`src/rtl/fwft_chain_pkg.sv`:
```
package fwft_chain_pkg;

  // Strobes from a stage controller to its storage.
  typedef struct packed {
    logic push;  // store dataIn at the write pointer and advance it
    logic pop;   // advance the read pointer past the head word
  } stageStrobe_t;

endpackage

```
`src/rtl/fwft_stage_ctrl.sv`:
```
module fwft_stage_ctrl
  import fwft_chain_pkg::*;
#(
  parameter int DEPTH = 4
) (
  input  logic         clk,
  input  logic         rstN,
  input  logic         wrReq,
  input  logic         rdReq,
  output logic         inReady,
  output logic         outValid,
  output stageStrobe_t strobe
);

  localparam int CNT_W = $clog2(DEPTH + 1);
  localparam logic [CNT_W-1:0] FULL_CNT = CNT_W'(DEPTH);

  logic [CNT_W-1:0] fillCount;

  assign inReady  = (fillCount != FULL_CNT);
  assign outValid = (fillCount != '0);

  always_comb begin
    strobe.push = wrReq && inReady;
    strobe.pop  = rdReq && outValid;
  end

  always_ff @(posedge clk or negedge rstN) begin
    if (!rstN) begin
      fillCount <= '0;
    end else begin
      case ({strobe.push, strobe.pop})
        2'b10:   fillCount <= fillCount + CNT_W'(1);
        2'b01:   fillCount <= fillCount - CNT_W'(1);
        default: fillCount <= fillCount;
      endcase
    end
  end

endmodule

```
`src/rtl/fwft_stage_data.sv`:
```
module fwft_stage_data
  import fwft_chain_pkg::*;
#(
  parameter int WIDTH = 16,
  parameter int DEPTH = 4
) (
  input  logic             clk,
  input  logic             rstN,
  input  stageStrobe_t     strobe,
  input  logic [WIDTH-1:0] dataIn,
  output logic [WIDTH-1:0] dataOut
);

  localparam int PTR_W = (DEPTH > 1) ? $clog2(DEPTH) : 1;
  localparam logic [PTR_W-1:0] LAST_PTR = PTR_W'(DEPTH - 1);

  logic [WIDTH-1:0] store [DEPTH];
  logic [PTR_W-1:0] wrPtr;
  logic [PTR_W-1:0] rdPtr;

  function automatic logic [PTR_W-1:0] nextPtr(input logic [PTR_W-1:0] p);
    return (p == LAST_PTR) ? '0 : p + PTR_W'(1);
  endfunction

  always_ff @(posedge clk or negedge rstN) begin
    if (!rstN) begin
      wrPtr <= '0;
      rdPtr <= '0;
    end else begin
      if (strobe.push) wrPtr <= nextPtr(wrPtr);
      if (strobe.pop)  rdPtr <= nextPtr(rdPtr);
    end
  end

  always_ff @(posedge clk) begin
    if (strobe.push) store[wrPtr] <= dataIn;
  end

  // Fall-through: the head word is visible without a read request.
  assign dataOut = store[rdPtr];

endmodule

```
`src/rtl/fwft_chain.sv`:
```
module fwft_chain
  import fwft_chain_pkg::*;
#(
  parameter int WIDTH       = 16,
  parameter int STAGES      = 3,
  parameter int STAGE_DEPTH = 4
) (
  input  logic             clk,
  input  logic             rstN,
  input  logic             wrEn,
  input  logic [WIDTH-1:0] dataIn,
  output logic             inReady,
  output logic [WIDTH-1:0] dataOut,
  output logic             outValid,
  input  logic             rdEn
);

  localparam int CAPACITY = STAGES * STAGE_DEPTH;

  logic [STAGES-1:0] stageValid;
  logic [STAGES-1:0] stageReady;
  logic [STAGES-1:0] stageWrReq;
  logic [STAGES-1:0] stageRdReq;
  logic [WIDTH-1:0]  stageDin  [STAGES];
  logic [WIDTH-1:0]  stageDout [STAGES];

  for (genvar i = 0; i < STAGES; i++) begin : g_stage
    stageStrobe_t strobe;

    if (i == 0) begin : g_head
      assign stageWrReq[i] = wrEn;
      assign stageDin[i]   = dataIn;
    end else begin : g_link
      assign stageWrReq[i] = stageValid[i-1];
      assign stageDin[i]   = stageDout[i-1];
    end

    if (i == STAGES - 1) begin : g_tail
      assign stageRdReq[i] = rdEn;
    end else begin : g_back
      assign stageRdReq[i] = stageReady[i+1];
    end

    fwft_stage_ctrl #(
      .DEPTH (STAGE_DEPTH)
    ) u_ctrl (
      .clk      (clk),
      .rstN     (rstN),
      .wrReq    (stageWrReq[i]),
      .rdReq    (stageRdReq[i]),
      .inReady  (stageReady[i]),
      .outValid (stageValid[i]),
      .strobe   (strobe)
    );

    fwft_stage_data #(
      .WIDTH (WIDTH),
      .DEPTH (STAGE_DEPTH)
    ) u_data (
      .clk     (clk),
      .rstN    (rstN),
      .strobe  (strobe),
      .dataIn  (stageDin[i]),
      .dataOut (stageDout[i])
    );
  end

  assign inReady  = stageReady[0];
  assign outValid = stageValid[STAGES-1];
  assign dataOut  = stageDout[STAGES-1];

endmodule

```
`config.mk`:
```
export PLATFORM = sky130hd
export DESIGN_NAME = fwft_chain
export DESIGN_NICKNAME = d
export VERILOG_FILES = /design/src/rtl/fwft_chain_pkg.sv /design/src/rtl/fwft_stage_ctrl.sv /design/src/rtl/fwft_stage_data.sv /design/src/rtl/fwft_chain.sv
export SDC_FILE = /design/constraint.sdc
export NUM_CORES = 1
export LEC_CHECK = 0
export BUFFER_PORTS_ARGS = -buffer_cell sky130_fd_sc_hd__buf_2
export CAP_MARGIN = 20
export CORE_MARGIN = 5
export CORE_UTILIZATION = 38
export CTS_BUF_LIST = sky130_fd_sc_hd__clkbuf_8
export DETAILED_ROUTE_END_ITERATION = 16
export HOLD_SLACK_MARGIN = 0.15
export PLACE_DENSITY = 0.64
export SYNTH_ARGS = -nofsm -noshare
export SYNTH_HDL_FRONTEND = slang
export SYNTH_SLANG_ARGS = --single-unit
```
`constraint.sdc`:
```
create_clock -name clk -period 2.3 [get_ports clk]
set_clock_uncertainty 0.15 [all_clocks]
set_input_delay 0.23 -clock clk [delete_from_list [all_inputs] [get_ports clk]]
set_output_delay 0.23 -clock clk [all_outputs]
set_load 0.05 [all_outputs]
```
======== After elaboration in Yosys (flattened, before gate mapping) ========
Memory sizes are Yosys's and may differ from the RTL's.
Cells that the tools add are included.
storage, ports and cells
  bits in registers ....................... 21
  RAM bits ................................ 192
  input port bits ......................... 20
  output and inout bits ................... 18
  word-level logic and storage cells ...... 64
  memories kept ........................... 3
cells by class
  $add $sub $neg .......................... 12
  equal/unequal tests ..................... 15
  muxes and demuxes ....................... 15
  reduce and logical (&&, ||, !) cells .... 10
memories
  name                     depth  width  read ports  clocked after Yosys merged registers in  write ports  line                   text
  g_stage[0].u_data.store  4      16     1           0                                        1            fwft_stage_data.sv:17  logic [WIDTH-1:0] store [DEPTH];
  g_stage[1].u_data.store  4      16     1           0                                        1            fwft_stage_data.sv:17
  g_stage[2].u_data.store  4      16     1           0                                        1            fwft_stage_data.sv:17
operator list
  cell                 number
  $eq 2x2->1 const B   9
  $pmux 3 s2           3
  $add 2x1->2 const B  6
  $mux 2               6
  $add 3x1->3 const B  3
  $ne 3x3->1 const B   3
  $reduce_bool 3->1    3
  $sub 3x1->3 const B  3
  $eq 2x1->1 const B   3
  $mux 1               6
  $reduce_bool 2->1    3
  $logic_and 1x1->1    4

======== Logic depth before layout (Yosys ltp) ========
Gate-level depths: netlist of the first run.
  depth in word-level cells ............... 4
  gate-level depth with buffers ........... 9
  depth with buffers taken out ............ 9

======== Modules after synthesis ========
A second synthesis of the first run with hierarchy kept.
unflattened totals
  cell total of the unflattened synthesis .. 375
  area total of the unflattened synthesis .. 8,370.5 µm²
by module, submodules not included
  module           instances  cells an instance  area an instance (µm²)  sequential area each (µm²)
  fwft_stage_data  3          106                2,597.5                 2,021.9
  fwft_stage_ctrl  3          19                 192.7                   75.1

======== Worst setup path before layout of the first run ========
OpenSTA, ideal clock, no wires.
  path type ............................... register -> register
  from .................................... reg g_stage[0].u_ctrl.fillCount[0]
  to ...................................... reg g_stage[0].u_ctrl.fillCount[1]
  library setup time ...................... 0.125 ns
  arrival ................................. 2.014 ns
  required time ........................... 2.025 ns
  path slack .............................. 0.011 ns
  stages on the path, launching flop included .. 7
  path buffers ............................ 0
  period minus slack after synthesis ...... 2.289 ns
  cell sequence ........................... dfrtp_1 -> or3b_4 -> and2_4 -> inv_1 -> ha_1 -> fa_1 -> mux2_2
on the way
  cells in the longest elaborated chain, start to end .. 4
  elaborated cells on any way between the ends .. 10
  those cells by class .................... 2 x add/sub; 3 x eq/ne; 1 x mux; 4 x reduce/logical
RTL lines
  element                                          line                   text
  start, declared                                  fwft_stage_ctrl.sv:18  logic [CNT_W-1:0] fillCount;
  start signal, assigned                           fwft_stage_ctrl.sv:33  2'b10: fillCount <= fillCount + CNT_W'(1);
  start signal, assigned                           fwft_stage_ctrl.sv:34  2'b01: fillCount <= fillCount - CNT_W'(1);
  start signal, assigned                           fwft_stage_ctrl.sv:35  default: fillCount <= fillCount;
  $ne 3x3->1 *                                     fwft_stage_ctrl.sv:20  assign inReady = (fillCount != FULL_CNT);
  net inReady                                      fwft_chain.sv:12       output logic inReady,
  $logic_and 1x1->1 *                              fwft_stage_ctrl.sv:24  strobe.push = wrReq && inReady;
  $eq 2x1->1 or $eq 2x2->1 (tied branches)         fwft_stage_ctrl.sv:32  case ({strobe.push, strobe.pop})
  $pmux 3 s2 or $reduce_bool 2->1 (tied branches)  -
Mark *: on every way through the listed nets, which the timed path passes. The rest lies on a longest branch.
A chain may end at the register's enable or synchronous reset.

======== Worst setup path after layout of the first run ========
  from .................................... reg g_stage[2].u_data.rdPtr[0]
  to ...................................... out dataOut[15]
on the way
  cells in the longest elaborated chain, start to end .. 1
RTL lines
  element                 line                   text
  start, declared         fwft_stage_data.sv:19  logic [PTR_W-1:0] rdPtr;
  start signal, assigned  fwft_stage_data.sv:31  if (strobe.pop) rdPtr <= nextPtr(rdPtr);
  $mem_v2 4x16            -
  end, declared           fwft_chain.sv:13       output logic [WIDTH-1:0] dataOut,
No other way between the ends.

==> out/metrics.yaml, run 1 <==
outcome:
  status: "finished clean"
die:
  die_h_um: 156.9
  rows: 53
  die_area_um2: 24620
  pin_count: 38
  fp.dieW_um: 156.9
  core-area_um2: 21150
  start_util: 0.3877
routing:
  first_iter_violations: 199
  wl_met2_um: 6632
  routed_wl_um: 12820
  drtPass1Iterations: 4
  highest_layer: "met4"
  wl_met1_um: 5356
  drt-vias-per-instance: 4.725
  vias: 3563
  wl_met3_um: 564
  routedWlPerCell_um: 17.00
  drc_errors: 0
  ant_nets: 0
worst_setup_path:
  critPathBufInv: 2
  critPathSlowestCell: "mux4_2"
  worstPathCellList: "clkbuf_16 -> mux4_2 -> buf_2"
  timing.rr.end: "g_stage[0].u_ctrl.fillCount[1]"
  cp_data_required_time_ps: 1920
  crit_start: "g_stage[2].u_data.rdPtr[0]"
  startpoint_type: "flip-flop"
  max_stage_delay_ps: 480
  worst-r2r-cell-count: 6
  path_delay_family: "multiplexers"
  reg2reg_from: "g_stage[0].u_ctrl.fillCount[1]"
  crit_path_end_kind: "output pin"
  ff2ff_setup_slack_ps: 120
  crit_type: "reg2out"
  arrival_ps: 1850
  cp.depth: 3
  critPathCapture: "dataOut[15]"
  crit_path_max_fanout: 8
cts:
  cts.htree.levels: 1
  cts_root_buf: "clkbuf_8"
  cts_tree: "yes"
  cts_made_buffers: 31
  clk_pin_slew_ps: 60
  clock_sinks: 213
  cts_max_path_buffers: 3
  clkLatencyLatePin_ps: 540
synth:
  synthesis.nets: 403
  synth_edf_count: 192
  synth_seq_area_share: 0.7670
  post_synth.cell_area_avg_um2: 22.66
  ys_types: 24
  ys_warn_count: 0
  netlist_instances: 362
  ys_seq_elements: 213
  netlist_area_um2: 8202
  synth_ff_type: "edfxtp_1"
  async_flop_share: 0.09859
global_routing:
  grt_util_all_layers: 0.1059
  antenna_found_initial: 0
  grt_overflow: 0
  grt_pass1_wl_um: 20540
  grt_pass1_vias: 3918
  grt_max_degree: 22
cells_and_area:
  area_growth_pct: 17.36
  diodes: 0
  final_common_cell: "edfxtp_1"
  final_cell_mix: "edfxtp_1 (192), mux4_2 (48), clkbuf_8 (31), inv_1 (27), buf_2 (24)"
  layout.cells.non_filler: 754
  drive_gt1_frac: 0.3340
  fin_nets: 496
sta:
  relSlewSlack: 0.4678
  max_freq_mhz: 448.7
  min_period_ps: 2229
  worstMarginPinSlew_ps: 798.4
  report.final.slew_viol_count: 0
  setup-tns-final_ps: 0
  hold_violations: 0
  setup_viol: 0
  rsz0062_at_grt: "true"
  fin_crit_sh: 0.9691
hold_path:
  hold_path.startpoint: "dataIn[12]"
  hold_class: "in2reg"
flow_run:
  maxCapViolCount: 0
placement:
  port_buffers: 37
  gp_congestion: 0.6489
  dpl.cell_count: 672
  place.detailed.hpwl_um: 7937
## per-layer routing
metal / up-vias / GRT usage
met3: 22 / 0.02172
met2: 69 / 0.1844
li1: 1651 / -
met1: 1821 / 0.1325
met4: 0 / 0.03678
met5: - / 0
## worst min-delay path by stage
| stage | cells past startpoint | end | slack (ps) |
|---|---|---|---|
| after detailed placement | 1 | g_stage[2].u_data.rdPtr[0] | 70 |
| final | 2 | g_stage[0].u_data.store[1][12] | 290 |
| after floorplan | 0 | g_stage[0].u_ctrl.fillCount[0] | -220 |
| after CTS | 2 | g_stage[0].u_data.store[2][6] | 250 |
| after global routing | 2 | g_stage[0].u_data.store[2][4] | 260 |
| after global placement | 1 | g_stage[2].u_data.rdPtr[1] | 60 |
## area by class of cell
class | count | area (µm²)
tap | 275 | 344.1
sequential | 213 | 6294
multi-input combinational | 124 | 1803
fill | 1791 | 11530
timing repair buffer | 72 | 604.3
inverter | 13 | 48.80
clock buffer | 31 | 426.7
clock inverter | 26 | 105.1
## Yosys cell counts (all sizes together), types with 2 or more instances
| cell type | n | area, µm² |
|---|---|---|
| and2 | 9 | 58.81 |
| and3 | 4 | 30.03 |
| buf | 9 | 52.55 |
| clkbuf | 3 | 11.26 |
| dfrtp | 21 | 525.5 |
| edfxtp | 192 | 5766 |
| fa | 3 | 60.06 |
| ha | 18 | 225.2 |
| inv | 13 | 48.80 |
| mux2 | 14 | 165.2 |
| mux4 | 48 | 1081 |
| nand2 | 2 | 7.510 |
| nor2 | 10 | 37.54 |
| nor3 | 2 | 10.01 |
| xnor2 | 5 | 43.79 |
| xor2 | 4 | 35.03 |
## registers in the layout (all words and copies together), names as in the netlist
register and flops:
g_stage.u_ctrl.fillCount 9, g_stage.u_data.rdPtr 6, g_stage.u_data.wrPtr 6, g_stage.u_data.store 192
## logic make-up after synthesis
logic type	synth area share
adders and majority gates	0.03478
buffers and inverters	0.01373
xor gates and xnor gates	0.009610
and+or+nand+nor	0.01968
DFF	0.7670
muxes	0.1519
AOI/OAI and AO/OA	0.003203
## through the flow
step	worst slack [ps]	util	cell area (µm²)	hold slack, ps
2_1_floorplan	10.90	-	8202	-215.6
3_3_place_gp	136.9	0.4139	8755	57.02
3_5_place_dp	82.85	0.4139	8755	70.88
4_1_cts	0.6615	0.4491	9500	251.7
5_1_grt	-15.30	0.4550	9625	263.3
6_report	71.13	0.4550	9625	291.2
## timing repair
item,CTS,global route
resized for setup,3,31
hold buffers,20,0
endpoints found under the setup margin,16,14
endpoints found under the hold margin,92,0
cloned,0,1
pin swaps,0,0
buffers inserted,1,2
Power of run 1 is not shown: default switching activity piles up to over one toggle a cycle in this logic, so the estimate is an artifact.
==> inputs of run 2 (changes only) <==
--- a/config.mk
+++ b/config.mk
@@ -9,2 +9,3 @@
 export CAP_MARGIN = 20
+export CORE_ASPECT_RATIO = 0.7
 export CORE_MARGIN = 5
@@ -15,2 +16,3 @@
 export PLACE_DENSITY = 0.64
+export SLEW_MARGIN = 10
 export SYNTH_ARGS = -nofsm -noshare
==> constraint.sdc (replaced) <==
create_clock -name clk -period 2.3 [get_ports clk]
set_clock_uncertainty 0.15 [all_clocks]
set_input_delay 0 -clock clk [delete_from_list [all_inputs] [get_ports clk]]
set_output_delay 0 -clock clk [all_outputs]
set_load 0.05 [all_outputs]
==> out/metrics.yaml, run 2 (synthesis results as in run 1) <==
routing:
  routedWlPerCell_um: 17.47
  first_iter_violations: 191
  drc_errors: 0
  vias: 3637
  ant_nets: 0
  drt-vias-per-instance: 4.705
  routed_wl_um: 13510
  drtPass1Iterations: 4
placement:
  port_buffers: 37
  post-place-ws_ps: 56.72
  gp_congestion: 0.6911
  place.detailed.hpwl_um: 8378
worst_setup_path:
  startpoint_type: "flip-flop"
  cp_data_required_time_ps: 2570
  arrival_ps: 2510
  crit_path_end_kind: "flip-flop"
  crit_start: "g_stage[0].u_ctrl.fillCount[1]"
  worst-r2r-cell-count: 6
  crit_type: "reg2reg"
  ff2ff_setup_slack_ps: 50
  reg2reg_from: "g_stage[0].u_ctrl.fillCount[1]"
  crit_path_max_fanout: 6
  timing.rr.end: "g_stage[0].u_ctrl.fillCount[1]"
outcome:
  status: "finished clean"
cts:
  cts_max_path_buffers: 3
  cts_tree: "yes"
  cts_made_buffers: 31
  clk_pin_slew_ps: 70
  cts_root_buf: "clkbuf_8"
  cts.htree.levels: 1
  clkLatencyLatePin_ps: 530
  clock_sinks: 213
global_routing:
  antenna_found_initial: 0
  grt_overflow: 0
  grt_pass1_wl_um: 21290
  grt_max_degree: 22
  grt_pass1_vias: 3842
  grt_util_all_layers: 0.1116
flow_run:
  maxCapViolCount: 0
sta:
  hold_violations: 0
  relSlewSlack: 0.4321
  max_freq_mhz: 445.4
  setup-tns-final_ps: 0
  fin_crit_sh: 0.9761
  report.final.slew_viol_count: 0
  worstMarginPinSlew_ps: 851.9
  setup_ws_ps: 54.96
  holdWs_ps: 223.2
  setup_viol: 0
  min_period_ps: 2245
  rsz0062_at_grt: "false"
cells_and_area:
  nFillCells: 1825
  drive_gt1_frac: 0.3381
  largest_register_ffs: 192
  area_growth_pct: 19.48
  final_common_cell: "edfxtp_1"
  fin_nets: 508
  final_cell_mix: "edfxtp_1 (192), mux4_2 (48), buf_2 (37), dlygate4sd3_1 (36), clkbuf_8 (34)"
  top_register: "g_stage.u_data.store"
  finish.utilization: 0.4568
  diodes: 0
  top_regs: "g_stage.u_data.store: 192 flops, g_stage.u_ctrl.fillCount: 9 flops"
die:
  fp.dieW_um: 185.6
  rows: 45
  die_area_um2: 24670
  pin_count: 38
  core-area_um2: 21450
  start_util: 0.3823
  die_h_um: 132.9
hold_path:
  hold_class: "in2async"
==> run 2: cell count changes in the layout (fill, tap and decap cells not counted), sizes merged <==
| cell | before | now |
|---|---|---|
| clkinvlp | 1 | 0 |
| buf | 50 | 48 |
| bufinv | 0 | 4 |
| clkinv | 11 | 10 |
| inv | 27 | 22 |
| clkbuf | 33 | 34 |
| dlygate4sd3 | 20 | 36 |
==> run 2: layout make-up <==
type	count	area, µm²	area share
clock buffer	34	467.9	0.04775
clock inverter	23	201.4	0.02056
inverter	13	48.80	0.004980
multi-input combinational	124	1800	0.1837
sequential	213	6292	0.6421
tap	282	352.8	0.03601
timing repair buffer	84	635.6	0.06486
==> run 2: worst max-delay path by stage <==
stage	depth (start not counted)	to	slack (ps)
finish	6	g_stage[0].u_ctrl.fillCount[1]	50
detailed placement	6	g_stage[0].u_ctrl.fillCount[1]	60
global route	6	g_stage[0].u_ctrl.fillCount[1]	5
floorplan	6	g_stage[0].u_ctrl.fillCount[1]	10
CTS	2	dataOut[14]	30
global placement	6	g_stage[0].u_ctrl.fillCount[1]	130
==> run 2: timing repair <==
item / 4_1_cts / 5_1_grt
endpoints found under the setup margin: 0 / 12
hold endpoints to repair: 159 / 0
buffers inserted: 0 / 0
hold buffers: 36 / 0
resized for setup: 0 / 2
==> run 2: critical path: stages (launching register included) <==
cell and delay, ps:
dfrtp_1 420, or3b_4 420, and2_4 190, inv_1 60, ha_1 190, fa_1 430, mux2_2 260
==> run 2: per-stage QoR <==
| step | area [µm²] | std cells |
|---|---|---|
| 2_1_floorplan | 8202 | 362 |
| 4_1_cts | 9781 | 772 |
| 3_5_place_dp | 8751 | 679 |
| 5_1_grt | 9799 | 773 |
| 6_report | 9799 | 773 |
| 3_3_place_gp | 8751 | 679 |
==> run 2: metal layers <==
| layer | wire length (µm) | part of all wire | GRT usage |
|---|---|---|---|
| met5 | 0 | 0 | 0 |
| met4 | 235 | 0.017 | 0.02994 |
| met3 | 792 | 0.059 | 0.02775 |
| met2 | 5971 | 0.44 | 0.1632 |
| met1 | 6509 | 0.48 | 0.1680 |
Power of run 2 is left out for the same reason.
==> inputs of run 3 (changes only) <==
CTS_BUF_LIST = not set   (was sky130_fd_sc_hd__clkbuf_8)
HOLD_SLACK_MARGIN = 0.12   (was 0.15)
==> out/metrics.yaml, run 3 (synthesis results as in run 1) <==
outcome:
  status: "finished clean"
sta:
  setup-tns-final_ps: 0
  relSlewSlack: 0.4228
  fin_crit_sh: 0.9768
  rsz0062_at_grt: "false"
  report.final.slew_viol_count: 0
  hold_violations: 0
  max_freq_mhz: 445.1
  setup_viol: 0
  worstMarginPinSlew_ps: 865.8
  holdWs_ps: 127.9
  min_period_ps: 2247
worst_setup_path:
  crit_type: "reg2reg"
  cp_data_required_time_ps: 2520
  reg2reg_from: "g_stage[0].u_ctrl.fillCount[1]"
  arrival_ps: 2470
  crit_start: "g_stage[0].u_ctrl.fillCount[1]"
  crit_path_end_kind: "flip-flop"
  ff2ff_setup_slack_ps: 50
  worst-r2r-cell-count: 6
  crit_path_max_fanout: 6
  startpoint_type: "flip-flop"
  critPathBufInv: 1
  worstPathCellList: "or3b_4 -> and2_4 -> inv_1 -> ha_1 -> fa_1 -> mux2_2"
  max_stage_delay_ps: 430
  critPathSlowestCell: "fa_1"
  critPathCapture: "g_stage[0].u_ctrl.fillCount[1]"
  timing.rr.end: "g_stage[0].u_ctrl.fillCount[1]"
  path_delay_family: "adder cells"
  cp.depth: 6
cts:
  cts_max_path_buffers: 3
  cts_made_buffers: 21
  clkLatencyLatePin_ps: 490
  cts_tree: "yes"
  cts_root_buf: "clkbuf_16"
  cts.htree.levels: 1
  clk_pin_slew_ps: 60
  clock_sinks: 213
global_routing:
  grt_overflow: 0
  grt_pass1_wl_um: 20920
  grt_pass1_vias: 3746
  grt_max_degree: 22
  antenna_found_initial: 0
  grt_util_all_layers: 0.1102
cells_and_area:
  drive_gt1_frac: 0.3155
  top_regs: "g_stage.u_data.store: 192 flops, g_stage.u_ctrl.fillCount: 9 flops"
  top_register: "g_stage.u_data.store"
  fin_area_um2: 9704
  finish.utilization: 0.4524
  final_common_cell: "edfxtp_1"
  diodes: 0
  nFillCells: 1811
  fin_nets: 493
  area_growth_pct: 18.32
  final_cell_mix: "edfxtp_1 (192), mux4_2 (48), buf_2 (37), dlygate4sd3_1 (31)"
  largest_register_ffs: 192
routing:
  routed_wl_um: 13250
  vias: 3607
  drt-vias-per-instance: 4.822
  drc_errors: 0
  ant_nets: 0
  first_iter_violations: 193
  routedWlPerCell_um: 17.72
  drtPass1Iterations: 4
die:
  die_h_um: 132.9
  core-area_um2: 21450
  pin_count: 38
  die_area_um2: 24670
  rows: 45
  start_util: 0.3823
  fp.dieW_um: 185.6
flow_run:
  maxCapViolCount: 0
placement:
  gp_congestion: 0.6911
  placed_cell_area_um2: 8751
  place.detailed.hpwl_um: 8378
  port_buffers: 37
hold_path:
  hold_class: "in2reg"
## run 3: worst min-delay path by stage
| stage | cells after the start | from | to | slack [ps] |
|---|---|---|---|---|
| CTS | 2 | dataIn[9] | g_stage[0].u_data.store[3][9] | 120 |
| global route | 2 | dataIn[4] | g_stage[0].u_data.store[1][4] | 140 |
| global placement | 1 | rstN | g_stage[2].u_data.rdPtr[0] | -170 |
| floorplan | 0 | rstN | g_stage[0].u_ctrl.fillCount[0] | -450 |
| detailed placement | 1 | rstN | g_stage[2].u_data.rdPtr[0] | -160 |
| finish | 2 | dataIn[2] | g_stage[0].u_data.store[2][2] | 130 |
## run 3: timing repair
action | in CTS | in global routing
resized for setup | 0 | 1
hold endpoints to repair | 159 | 0
setup buffers | 0 | 0
setup endpoints to repair | 0 | 1
hold buffers | 31 | 0
## run 3: metrics by stage
| stage | setup WS (ps) | instances |
|---|---|---|
| 6_report | 53.44 | 748 |
| 5_1_grt | 4.602 | 748 |
| 4_1_cts | 47.07 | 747 |
| 3_5_place_dp | 56.72 | 679 |
| 3_3_place_gp | 133.5 | 679 |
| 2_1_floorplan | 10.90 | 362 |
## run 3: metal layers
| layer | vias up | routed length (µm) | part of all wire | track usage |
|---|---|---|---|---|
| met1 | 1850 | 6108 | 0.46 | 0.1674 |
| li1 | 1648 | - | - | - |
| met3 | 23 | 904 | 0.068 | 0.02611 |
| met5 | - | 0 | 0 | 0 |
| met4 | 0 | 308 | 0.023 | 0.02791 |
| met2 | 86 | 5932 | 0.45 | 0.1612 |
## run 3: worst register-to-register path: stages (launching register included)
cell and delay, ps:
dfrtp_1 420, or3b_4 420, and2_4 190, inv_1 60
ha_1 200, fa_1 430, mux2_2 260
## run 3: final cells by class
| class | count | area (µm²) | share of cell area |
|---|---|---|---|
| clock buffers | 27 | 548.0 | 0.05647 |
| flip-flops and latches | 213 | 6291 | 0.6483 |
| clock inverters | 10 | 77.57 | 0.007994 |
| inverters | 13 | 48.80 | 0.005028 |
| repair buffers | 79 | 585.6 | 0.06034 |
| multi-input cells | 124 | 1800 | 0.1855 |
| well taps | 282 | 352.8 | 0.03636 |
Power of run 3 is left out for the same reason.
